[src/rtl/pwr_autohib_pkg.sv]
package pwr_autohib_pkg;
  typedef enum logic {
    PWR_ACTIVE = 1'b0,
    PWR_HIB    = 1'b1
  } pwr_state_e;
endpackage

[src/rtl/pwr_wake_qual.sv]
module pwr_wake_qual #(
  parameter int NUM_GPIO = 4
) (
  input  logic                addr_hit_i,
  input  logic                pen_down_i,
  input  logic                touch_en_i,
  input  logic                pwm_run_i,
  input  logic                adc_run_i,
  input  logic                soft_rst_i,
  input  logic                ext_rst_i,
  input  logic [NUM_GPIO-1:0] gpio_chg_i,
  input  logic [NUM_GPIO-1:0] gpio_irq_en_i,
  input  logic [NUM_GPIO-1:0] gpio_is_in_i,
  output logic                wake_o,
  output logic                hold_o,
  output logic                rst_evt_o
);
  logic [NUM_GPIO-1:0] gpio_hit;
  logic                pen_ok;

  for (genvar g = 0; g < NUM_GPIO; g++) begin : g_pin
    assign gpio_hit[g] = gpio_chg_i[g] & gpio_irq_en_i[g] & gpio_is_in_i[g];
  end

  assign pen_ok    = pen_down_i & touch_en_i;
  assign wake_o    = addr_hit_i | (|gpio_hit) | pen_ok;
  assign hold_o    = pwm_run_i | adc_run_i | pen_ok;
  assign rst_evt_o = soft_rst_i | ext_rst_i;
endmodule

[src/rtl/pwr_idle_timer.sv]
module pwr_idle_timer #(
  parameter int IDLE_CYCLES = 1650
) (
  input  logic clk,
  input  logic rst_n,
  input  logic reload_i,
  output logic expired_o
);
  localparam int CW = $clog2(IDLE_CYCLES + 1);
  localparam logic [CW-1:0] LOAD = CW'(IDLE_CYCLES);

  logic [CW-1:0] cnt_q;

  always_ff @(posedge clk or negedge rst_n) begin
    if (!rst_n)              cnt_q <= LOAD;
    else if (reload_i)       cnt_q <= LOAD;
    else if (cnt_q != '0)    cnt_q <= cnt_q - 1'b1;
  end

  assign expired_o = (cnt_q == '0);
endmodule

[src/rtl/pwr_state_fsm.sv]
module pwr_state_fsm
  import pwr_autohib_pkg::*;
#(
  parameter int NUM_SUB = 4
) (
  input  logic               clk,
  input  logic               rst_n,
  input  logic               wake_i,
  input  logic               hold_i,
  input  logic               rst_evt_i,
  input  logic               expired_i,
  input  logic [NUM_SUB-1:0] clk_req_i,
  output logic               reload_o,
  output logic               hib_o,
  output logic [NUM_SUB-1:0] clk_en_o
);
  pwr_state_e state_q, state_d;
  logic       busy;

  assign busy = wake_i | hold_i | rst_evt_i;

  always_comb begin
    state_d = state_q;
    unique case (state_q)
      PWR_ACTIVE: if (!busy && expired_i) state_d = PWR_HIB;
      PWR_HIB:    if (busy)               state_d = PWR_ACTIVE;
      default:                            state_d = PWR_ACTIVE;
    endcase
  end

  always_ff @(posedge clk or negedge rst_n) begin
    if (!rst_n) begin
      state_q  <= PWR_ACTIVE;
      clk_en_o <= '0;
    end else begin
      state_q  <= state_d;
      clk_en_o <= (state_d == PWR_ACTIVE) ? clk_req_i : '0;
    end
  end

  assign reload_o = busy | (state_q == PWR_HIB);
  assign hib_o    = (state_q == PWR_HIB);
endmodule

[src/rtl/pwr_autohib.sv]
module pwr_autohib #(
  parameter int NUM_GPIO    = 4,
  parameter int NUM_SUB     = 4,
  parameter int IDLE_CYCLES = 1650
) (
  input  logic                clk,
  input  logic                rst_n,
  input  logic                soft_rst_i,
  input  logic                ext_rst_i,
  input  logic                addr_hit_i,
  input  logic                pen_down_i,
  input  logic                touch_en_i,
  input  logic                pwm_run_i,
  input  logic                adc_run_i,
  input  logic [NUM_GPIO-1:0] gpio_chg_i,
  input  logic [NUM_GPIO-1:0] gpio_irq_en_i,
  input  logic [NUM_GPIO-1:0] gpio_is_in_i,
  input  logic [NUM_SUB-1:0]  sub_clk_req_i,
  output logic                hib_o,
  output logic [NUM_SUB-1:0]  sub_clk_en_o
);
  logic wake, hold, rst_evt, expired, reload;

  pwr_wake_qual #(.NUM_GPIO(NUM_GPIO)) u_qual (
    .addr_hit_i   (addr_hit_i),
    .pen_down_i   (pen_down_i),
    .touch_en_i   (touch_en_i),
    .pwm_run_i    (pwm_run_i),
    .adc_run_i    (adc_run_i),
    .soft_rst_i   (soft_rst_i),
    .ext_rst_i    (ext_rst_i),
    .gpio_chg_i   (gpio_chg_i),
    .gpio_irq_en_i(gpio_irq_en_i),
    .gpio_is_in_i (gpio_is_in_i),
    .wake_o       (wake),
    .hold_o       (hold),
    .rst_evt_o    (rst_evt)
  );

  pwr_idle_timer #(.IDLE_CYCLES(IDLE_CYCLES)) u_timer (
    .clk      (clk),
    .rst_n    (rst_n),
    .reload_i (reload),
    .expired_o(expired)
  );

  pwr_state_fsm #(.NUM_SUB(NUM_SUB)) u_fsm (
    .clk      (clk),
    .rst_n    (rst_n),
    .wake_i   (wake),
    .hold_i   (hold),
    .rst_evt_i(rst_evt),
    .expired_i(expired),
    .clk_req_i(sub_clk_req_i),
    .reload_o (reload),
    .hib_o    (hib_o),
    .clk_en_o (sub_clk_en_o)
  );
endmodule

[config.mk]
export PLATFORM = sky130hd
export DESIGN_NAME = pwr_autohib
export DESIGN_NICKNAME = d
export VERILOG_FILES = /design/src/rtl/pwr_autohib_pkg.sv /design/src/rtl/pwr_wake_qual.sv /design/src/rtl/pwr_idle_timer.sv /design/src/rtl/pwr_state_fsm.sv /design/src/rtl/pwr_autohib.sv
export SDC_FILE = /design/constraint.sdc
export NUM_CORES = 1
export LEC_CHECK = 0
export ABC_AREA = 1
export BUFFER_PORTS_ARGS = -buffer_cell sky130_fd_sc_hd__buf_2
export CAP_MARGIN = 15
export CORE_MARGIN = 3
export CORE_UTILIZATION = 35
export CTS_BUF_LIST = sky130_fd_sc_hd__clkbuf_16
export DETAILED_ROUTE_END_ITERATION = 12
export SETUP_SLACK_MARGIN = 0.2
export SLEW_MARGIN = 20
export SYNTH_ARGS = -nofsm -noshare
export SYNTH_HDL_FRONTEND = slang
export SYNTH_SLANG_ARGS = --single-unit
[constraint.sdc]
create_clock -name clk -period 1.3 [get_ports clk]
set_clock_uncertainty 0.05 [all_clocks]
set_input_delay 0.195 -clock clk [delete_from_list [all_inputs] [get_ports clk]]
set_output_delay 0.195 -clock clk [all_outputs]
set_load 0.02 [all_outputs]
Yosys cells after proc, flatten, opt, wreduce, memory -nomap -nowiden
Index checks and enable logic that the tools add are counted.

Add/sub/neg operators: 1. Multiplexer cells: 6. Bitwise operators: 18. Reductions and logical operators: 6.

Operators by type and width (number): $mux W11 (2); $logic_not A11 Y1 (1); $reduce_bool A11 Y1 (1); $sub A11 B1 Y11 const B (1); $and A1 B1 Y1 (9); $or A1 B1 Y1 (8); $mux W4 (1); $reduce_or A4 Y1 (1); $mux W1 (2); $pmux W1 S2 (1); $reduce_bool A2 Y1 (1); $logic_and A1 B1 Y1 (1); $logic_not A1 Y1 (1); $not A1 Y1 (1).

Flip-flop bits (word level): 16. Output and inout bits: 5.

Longest topological paths before layout
Gate-level depths: netlist (run 1).

Depth in word-level cells: 12. Depth in mapped cells: 9. Depth with buffers taken out: 9.

Hierarchy
A second synthesis (run 1) with hierarchy kept.

Cells, all modules: 123. Area total of the unflattened synthesis: 945.9 um^2.

Modules (own cells, without submodules): pwr_idle_timer (instances 1, cells an instance 85, area each 676.9 um^2, sequential area each 282.8 um^2); pwr_state_fsm (instances 1, cells an instance 21, area each 195.2 um^2, sequential area each 125.1 um^2); pwr_wake_qual (instances 1, cells an instance 17, area each 73.8 um^2, sequential area each 0.0 um^2).

Least setup slack after synthesis (run 1)
Ideal clock, no wire load.

Path kind: register to register. From: register u_timer.cnt_q[0]. To: register u_fsm.clk_en_o[0]. Setup time: 0.121 ns. Data arrival time: 1.193 ns. Data required time: 1.129 ns. Setup slack: -0.064 ns. Cell stages (with the launch flop): 8. Buffers on the path: 0. Path through: dfrtp_1 -> inv_1 -> ha_1 -> nand3_2 -> inv_1 -> nand2_4 -> a21oi_4 -> nor2_2.

Longest elaborated chain between the ends: 5.

RTL lines: start, declared (RTL line pwr_idle_timer.sv:12) `logic [CW-1:0] cnt_q;`; start signal, assigned (RTL line pwr_idle_timer.sv:17) `else if (cnt_q != '0) cnt_q <= cnt_q - 1'b1;`; $logic_not A11 Y1 (RTL line pwr_idle_timer.sv:20) `assign expired_o = (cnt_q == '0);`; $logic_and A1 B1 Y1 (RTL line pwr_state_fsm.sv:25) `PWR_ACTIVE: if (!busy && expired_i) state_d = PWR_HIB;`; $mux W1 (RTL line pwr_state_fsm.sv:25); $pmux W1 S2 (RTL line pwr_state_fsm.sv:24) `unique case (state_q)`; via u_fsm.state_d (RTL line pwr_state_fsm.sv:17) `pwr_state_e state_q, state_d;`; $mux W4 (RTL line pwr_state_fsm.sv:37) `clk_en_o <= (state_d == PWR_ACTIVE) ? clk_req_i : '0;`; end signal, assigned (RTL line pwr_state_fsm.sv:37); end, declared (RTL line pwr_state_fsm.sv:15) `output logic [NUM_SUB-1:0] clk_en_o`.

The timed path passes the listed nets, and every way through them passes these cells. A chain may end at the register's enable or synchronous reset.

Worst setup path after layout (run 1)
From: register u_timer.cnt_q[0]. To: register u_fsm.clk_en_o[1].

Same word-level chain as after synthesis.

==> flow_summary.ini, run 1 <==
[routing]
routed_wl_um = 2570
dr.pass1.iters = 6
ant_nets = 0
drc = 0
drtIter0Drc = 12
wl_per_cell_um = 12.7
vias = 977
vias_per_cell = 4.84

[power_and_ir_drop]
power_leakage_nw = 0.740
p_comb_frac = 0.083
power_density_nw_per_um2 = 857
vdd_drop_max_v = 0.000764
seq_power_share = 0.415
clkPwrFrac = 0.502
internal_power_w = 0.000967
switchingPower_w = 0.000259
switching_share = 0.212

[global_routing]
grt_antenna_before_repair = 0
grt_max_degree = 17
grt_pass1_wl_um = 4560
gr-total-overflow = 0
grt_usage = 0.176
grt_pass1_vias = 1061

[synthesis]
synthCells = 124
ys_warn_count = 0
avgSynthCellArea_um2 = 7.69
ys_ff_latch = 16
syn_area_um2 = 953
ys_types = 18
ys_seq_area_frac = 0.428
syn_nets = 151

[clock_network]
cts_max_level = 1
clock-sinks = 16
cts_tree = done
insertion_delay_ps = 250
clkSlewWorstSetupHoldPaths_ps = 50
root_buffer = clkbuf_16
max-clock-path-buffers = 2
cts_buffers = 3

[finish]
fill_cells = 235
multi_input_area_um2 = 546
final_common_cell = buf_2
area_growth_pct = 50.0
regArea_um2 = 408
post-route-util = 0.567
drive_gt1_frac = 0.477
num_antenna_cells = 0
final_cell_mix = buf_2 (29), nand2_1 (24), inv_1 (19), nand3_1 (12), buf_4 (11)
nets = 200

[sta]
slew_violations = 0
rsz0062_at_grt = yes
fin_ws_ps = -21.9
clock.fmax_ghz = 0.756
fin_crit_ps = 1320
fin_tns_setup_ps = -103
hold_violations = 0
slew_headroom = 0.753
worstMarginPinSlew_ps = 371
period_share = 1.02
setup_viol = 6

[job]
max_cap_viol_count = 0

[floorplanning]
start_util = 0.378
die_h_um = 58.2
die_area_um2 = 3390
die_x_um = 58.2
ios = 30
num_rows = 18
core-area_um2 = 2520

[min_path]
holdCritPathClass = in2reg

[worst_setup_path]
path_max_fanout = 6
crit_type = reg2reg
crit_path_start_kind = flop
cp-end-kind = flop
cp.required_ps = 1390
arrival_ps = 1410

[placement]
gp_congestion = 0.897
dp_hpwl_um = 1910
port_buffers = 29

[outcome]
violations = negative setup slack
outcome = finished, violations left
[timing repair]
item,CTS,global route
buffers inserted,2,2
pin swaps,8,2
hold buffers,1,0
gates resized for setup,12,7
endpoints found under the hold margin,10,0
setup endpoints to repair,16,16
[layer usage]
layer / up-vias / part of all wire / track usage
li1: 481 / - / -
met2: 22 / 0.53 / 0.316
met4: 0 / 0.021 / 0.0497
met3: 8 / 0.050 / 0.0601
met5: - / 0 / 0
met1: 466 / 0.40 / 0.195
[Yosys cell counts (all sizes together)]
master   n  area, µm²
nand2   27        116
inv     23       86.3
nor2    23        126
nand3   16       85.1
dfrtp   10        250
dfstp    6        158
nor3     5       25.0
a21oi    4       31.3
nand4    3       18.8
o21ai    3       15.0
ha       2       25.0
nand3b   1       7.51
xor2     1       8.76
[worst max-delay path, cell delays in order (launching register included)]
cell     delay [ps]
dfrtp_1         380
inv_2           110
ha_4            160
nand3_4          80
inv_2            70
nand2_4          80
a21oi_4         220
nor2_2           50
[power by group through the flow]
stage	combinational [W]	sequential (W)	clock (W)
after CTS	0.000101	0.000509	0.000623
after floorplan	0.0000253	0.000525	0
after global placement	0.0000939	0.000517	0
after global routing	0.000114	0.000510	0.000643
after detailed placement	0.0000967	0.000516	0
final	0.000101	0.000509	0.000615
[flip-flops by register name, summed over array words and instances (netlist names)]
name	cells
u_fsm.clk_en_o	4
u_fsm.hib_o	1
u_timer.cnt_q	11
[worst paths after layout]
kind	to	slack (ps)	cells after the start	startpoint
max	u_fsm.clk_en_o[1]	-20	7	u_timer.cnt_q[0]
min	u_fsm.clk_en_o[3]	110	3	sub_clk_req_i[3]
max reg2reg	u_fsm.clk_en_o[1]	-20	7	u_timer.cnt_q[0]
min reg2reg	u_timer.cnt_q[10]	460	2	u_timer.cnt_q[10]
max in group asynchronous	u_timer.cnt_q[4]	550	2	rst_n
min in group asynchronous	u_timer.cnt_q[8]	340	2	rst_n
[logic make-up (layout without fill, tap and decap cells)]
group                    after synthesis  count (layout)  synth area share
flip-flops                            16              16             0.428
XOR/XNOR                               1               1           0.00919
AND/OR/NAND/NOR                       75              75             0.398
adder cells (fa/ha/maj)                2               2            0.0262
buffers and inverters                 23              71            0.0905
AO/OA/AOI/OAI                          7               7            0.0486
[stage by stage]
step	power, W	instance area (µm²)	worst slack (ps)	instances	hold slack (ps)
6_report	0.00123	1430	-21.9	202	115
3_3_place_gp	0.000611	1230	-50.6	193	75.1
4_1_cts	0.00123	1390	-23.0	200	115
2_1_floorplan	0.000551	976	43.7	124	-151
3_5_place_dp	0.000613	1230	-39.2	193	75.4
5_1_grt	0.00127	1430	-109	202	116
[final cells by class]
class	instances	area share
clock buffer	3	0.0525
clock inverter	1	0.00262
inverter	23	0.0621
multi-input combinational	85	0.381
sequential	16	0.285
tap	30	0.0262
timing repair buffer	44	0.190
(Power assumes the default switching activity.)
==> run 2: changes to the inputs <==
==> constraint.sdc (replaced) <==
create_clock -name clk -period 1.19 [get_ports clk]
set_clock_uncertainty 0.05 [all_clocks]
set_input_delay 0.1785 -clock clk [delete_from_list [all_inputs] [get_ports clk]]
set_output_delay 0.1785 -clock clk [all_outputs]
set_load 0.02 [all_outputs]
==> run 2 against run 1 <==
Against the previous run:
- combinational power grew 16%
- die area is the same
- first-iteration DRC count grew 42%
- non-clock buffer count grew 5
- critical endpoint is now u_timer.cnt_q[8]
- design area grew 3.8%
- the flow still finishes with violations (negative setup slack)
- wire length shrank 6.0%
==> flow_summary.ini, run 2 (synthesis gave the netlist of run 1 again) <==
[finish]
top_register = u_timer.cnt_q
drive_gt1_frac = 0.497
final_cell_mix = buf_2 (24), nand2_1 (23), inv_1 (20), buf_4 (18), nand3_1 (13)
post-route-util = 0.589
stdcell_count = 207
final_common_cell = buf_2
num_antenna_cells = 0
nets = 205
largest_reg_flops = 11
fill_cells = 219
area_growth_pct = 55.8

[clock_network]
clkSlewWorstSetupHoldPaths_ps = 50
root_buffer = clkbuf_16
cts_max_level = 1
cts_tree = done
insertion_delay_ps = 240
cts_buffers = 3
max-clock-path-buffers = 2
clock-sinks = 16

[sta]
fin_ws_ps = -150
slew_violations = 0
clock.fmax_ghz = 0.746
fin_hold_ws_ps = 100
fin_crit_ps = 1340
slew_headroom = 0.764
fin_tns_setup_ps = -1400
rsz0062_at_grt = yes
period_share = 1.13
worstMarginPinSlew_ps = 354
hold_violations = 0
setup_viol = 16

[placement]
port_buffers = 29
dpl_worst_slack_ps = -120
place_inst = 197
gp_congestion = 0.899
dp_hpwl_um = 1800

[worst_setup_path]
path_max_fanout = 6
worst-path-stages = 9
crit_path_start_kind = flop
crit_type = reg2reg
reg2regPathDepth = 9
crit_chain = inv_2, ha_4, nand3_4, inv_2, nand2_4, nand3_1, nand2_1, nand2_1, inv_1
cp_top_family = flip-flops
cp-end-kind = flop
arrival_ps = 1480
critPathSlowestCell = dfstp_2
slowest_delay_ps = 530
worst-path-buf-inv = 3
cp.required_ps = 1330

[min_path]
whs_path_depth = 3
holdCritPathClass = in2reg

[routing]
drc = 0
drtIter0Drc = 17
dr.pass1.iters = 4
ant_nets = 0
wl_per_cell_um = 11.7
vias_per_cell = 4.59
routed_wl_um = 2420
vias = 951

[floorplanning]
die_h_um = 58.2
die_x_um = 58.2
die_area_um2 = 3390
core-area_um2 = 2520
num_rows = 18
start_util = 0.378
ios = 30

[power_and_ir_drop]
vdd_drop_max_v = 0.00102
power_leakage_nw = 0.788
power_density_nw_per_um2 = 895

[global_routing]
grt_pass1_wl_um = 4060
grt_max_degree = 17
grt_antenna_before_repair = 0
grt_pass1_vias = 980
grt_usage = 0.156
gr-total-overflow = 0

[outcome]
violations = negative setup slack
outcome = finished, violations left

[job]
max_cap_viol_count = 0
## run 2: final cells by class
type	count	area, µm²	area share
clock buffer	3	75.1	0.0505
clock inverter	1	3.75	0.00253
inverter	23	86.3	0.0581
multi-input combinational	85	542	0.365
sequential	16	408	0.275
tap	30	37.5	0.0253
timing repair buffer	49	333	0.224
## run 2: metal layers
metal  wire length (µm)  share of wire  global-route usage  vias to the layer above
met3                110          0.046              0.0557                        4
met5                  0              0                   0                        -
met2               1240           0.51               0.273                       19
met1               1030           0.43               0.178                      430
li1                   -              -                   -                      498
met4                 35          0.014              0.0430                        0
## run 2: repair_timing
action | in CTS | in global routing
resized for setup | 10 | 16
hold endpoints to repair | 10 | 0
hold buffers | 1 | 0
pin swaps | 4 | 9
endpoints found under the setup margin | 19 | 20
buffers inserted | 2 | 3
## run 2: worst paths after layout
kind | endpoint | slack (ps) | from
max | u_timer.cnt_q[8] | -150 | u_timer.cnt_q[1]
min | u_fsm.clk_en_o[1] | 100 | sub_clk_req_i[1]
max reg2reg | u_timer.cnt_q[8] | -150 | u_timer.cnt_q[1]
min reg2reg | u_timer.cnt_q[10] | 460 | u_timer.cnt_q[10]
max in group asynchronous | u_timer.cnt_q[5] | 460 | rst_n
min in group asynchronous | u_timer.cnt_q[8] | 320 | rst_n
## run 2: report_power, final
| part | total, W | internal [W] | switching, W |
|---|---|---|---|
| Sequential | 0.000558 | 0.000554 | 0.00000368 |
| Clock | 0.000654 | 0.000446 | 0.000208 |
| Combinational | 0.000117 | 0.0000634 | 0.0000532 |
## run 2: worst min-delay path: cells and delay by family
kind                   cells  cell delay (ps)
AND/OR/NAND/NOR            1               30
buffers and inverters      2              140
## run 2: per-stage QoR
| stage | total power (W) | instance area, µm² |
|---|---|---|
| finish | 0.00133 | 1490 |
| global route | 0.00138 | 1490 |
| global placement | 0.000666 | 1260 |
| CTS | 0.00134 | 1410 |
| detailed placement | 0.000668 | 1260 |
| floorplan | 0.000602 | 976 |
==> run 3: changes to the inputs <==
==> constraint.sdc (replaced) <==
create_clock -name clk -period 1.65 [get_ports clk]
set_clock_uncertainty 0.05 [all_clocks]
set_input_delay 0.2475 -clock clk [delete_from_list [all_inputs] [get_ports clk]]
set_output_delay 0.2475 -clock clk [all_outputs]
set_load 0.02 [all_outputs]
==> run 3 against run 2 <==
Against the previous run:
- the run now ends clean
- register-to-register slack improved by 420 ps
- final cell count fell by 8.7%
- die area unchanged
- worst hold slack improved by 68 ps
- critical path depth decreased by 2
- combinational power is 40% lower
- critical endpoint is now u_fsm.clk_en_o[2]
==> flow_summary.ini, run 3 (synthesis gave the netlist of run 1 again) <==
[floorplanning]
die_area_um2 = 3390
core-area_um2 = 2520
num_rows = 18
die_h_um = 58.2
die_x_um = 58.2
start_util = 0.378
ios = 30

[sta]
slew_violations = 0
period_share = 0.837
worstMarginPinSlew_ps = 354
slew_headroom = 0.764
rsz0062_at_grt = yes
fin_crit_ps = 1380
hold_violations = 0
setup_viol = 0
clock.fmax_ghz = 0.724
fin_tns_setup_ps = 0

[clock_network]
insertion_delay_ps = 250
cts_buffers = 3
cts_max_level = 1
clock-sinks = 16
root_buffer = clkbuf_16
max-clock-path-buffers = 2
clkSlewWorstSetupHoldPaths_ps = 50
cts_tree = done

[worst_setup_path]
reg2regPathDepth = 7
path_max_fanout = 6
crit_type = reg2reg
crit_path_start_kind = flop
arrival_ps = 1460
cp.required_ps = 1730
cp-end-kind = flop

[power_and_ir_drop]
power_density_nw_per_um2 = 756
vdd_drop_max_v = 0.000714
power_leakage_nw = 0.680

[routing]
drtIter0Drc = 18
dr.pass1.iters = 4
ant_nets = 0
wl_per_cell_um = 11.4
drc = 0
vias = 904
routed_wl_um = 2150
vias_per_cell = 4.78

[finish]
post-route-util = 0.500
top_register = u_timer.cnt_q
final_cell_mix = buf_2 (29), nand2_1 (24), inv_1 (21), nand3_1 (15), nor2_1 (13)
final_common_cell = buf_2
largest_reg_flops = 11
drive_gt1_frac = 0.371
num_antenna_cells = 0
area_growth_pct = 32.2
nets = 187
fill_cells = 257

[global_routing]
gr-total-overflow = 0
grt_max_degree = 17
grt_pass1_vias = 849
grt_usage = 0.142
grt_pass1_wl_um = 3650
grt_antenna_before_repair = 0

[placement]
dp_hpwl_um = 1690
port_buffers = 29
gp_congestion = 0.895

[min_path]
holdCritPathClass = in2reg
whs_path_depth = 3

[job]
max_cap_viol_count = 0

[outcome]
outcome = complete, no violations
[run 3: cell types whose count changed in the layout (fill, tap and decap cells not counted), sizes merged]
| cell | delta |
|---|---|
| buf | -18 |
[run 3: per-stage QoR]
step	instance area [µm²]	hold slack [ps]	total power [W]	cells	setup slack, ps
after floorplan	953	-98.1	0.000433	124	286
after global placement	1140	133	0.000475	183	212
after detailed placement	1140	134	0.000476	183	163
after CTS	1220	167	0.000963	188	214
after global routing	1260	170	0.000990	189	181
final	1260	168	0.000953	189	268
[run 3: report_power, final]
group          leakage, nW  total [W]  internal (W)  switching, W
Sequential           0.194   0.000401      0.000399    0.00000164
Combinational        0.448  0.0000704     0.0000343     0.0000361
Clock               0.0385   0.000481      0.000322      0.000159
Total                0.680   0.000953      0.000756      0.000197
[run 3: layout make-up]
type	count	area (µm²)	share of cell area
flip-flops and latches	16	408	0.324
inverters	23	86.3	0.0685
clock buffers	3	75.1	0.0596
well taps	30	37.5	0.0298
multi-input cells	85	487	0.386
repair buffers	31	163	0.129
clock inverters	1	3.75	0.00298
[run 3: worst max-delay path: stages (launching register included)]
cell and delay, ps:
dfrtp_1 410, inv_2 130, ha_4 150, nand3_2 90, inv_2 80, nand2_4 70, a21oi_4 230, nor2_2 50
[run 3: path summary, 6_finish.rpt]
path	slack [ps]	endpoint	start
min	170	u_fsm.clk_en_o[1]	sub_clk_req_i[1]
min in group asynchronous	380	u_timer.cnt_q[8]	rst_n
min reg2reg	460	u_timer.cnt_q[10]	u_timer.cnt_q[10]
max reg2reg	270	u_fsm.clk_en_o[2]	u_timer.cnt_q[0]
max in group asynchronous	860	u_timer.cnt_q[1]	rst_n
max	270	u_fsm.clk_en_o[2]	u_timer.cnt_q[0]
[run 3: what timing repair did]
item	in CTS	in global routing
cloned	0	0
pin swaps	1	2
resized for setup	1	7
hold buffers	1	0
endpoints found under the setup margin	5	8
setup buffers	0	1
hold endpoints to repair	10	0
[run 3: metal layers]
metal | wire length (µm) | global-route usage | share of wire | vias up
li1 | - | - | - | 462
met1 | 920 | 0.173 | 0.43 | 416
met2 | 1100 | 0.235 | 0.51 | 22
met3 | 103 | 0.0468 | 0.048 | 4
met4 | 22 | 0.0497 | 0.010 | 0
met5 | 0 | 0 | 0 | -
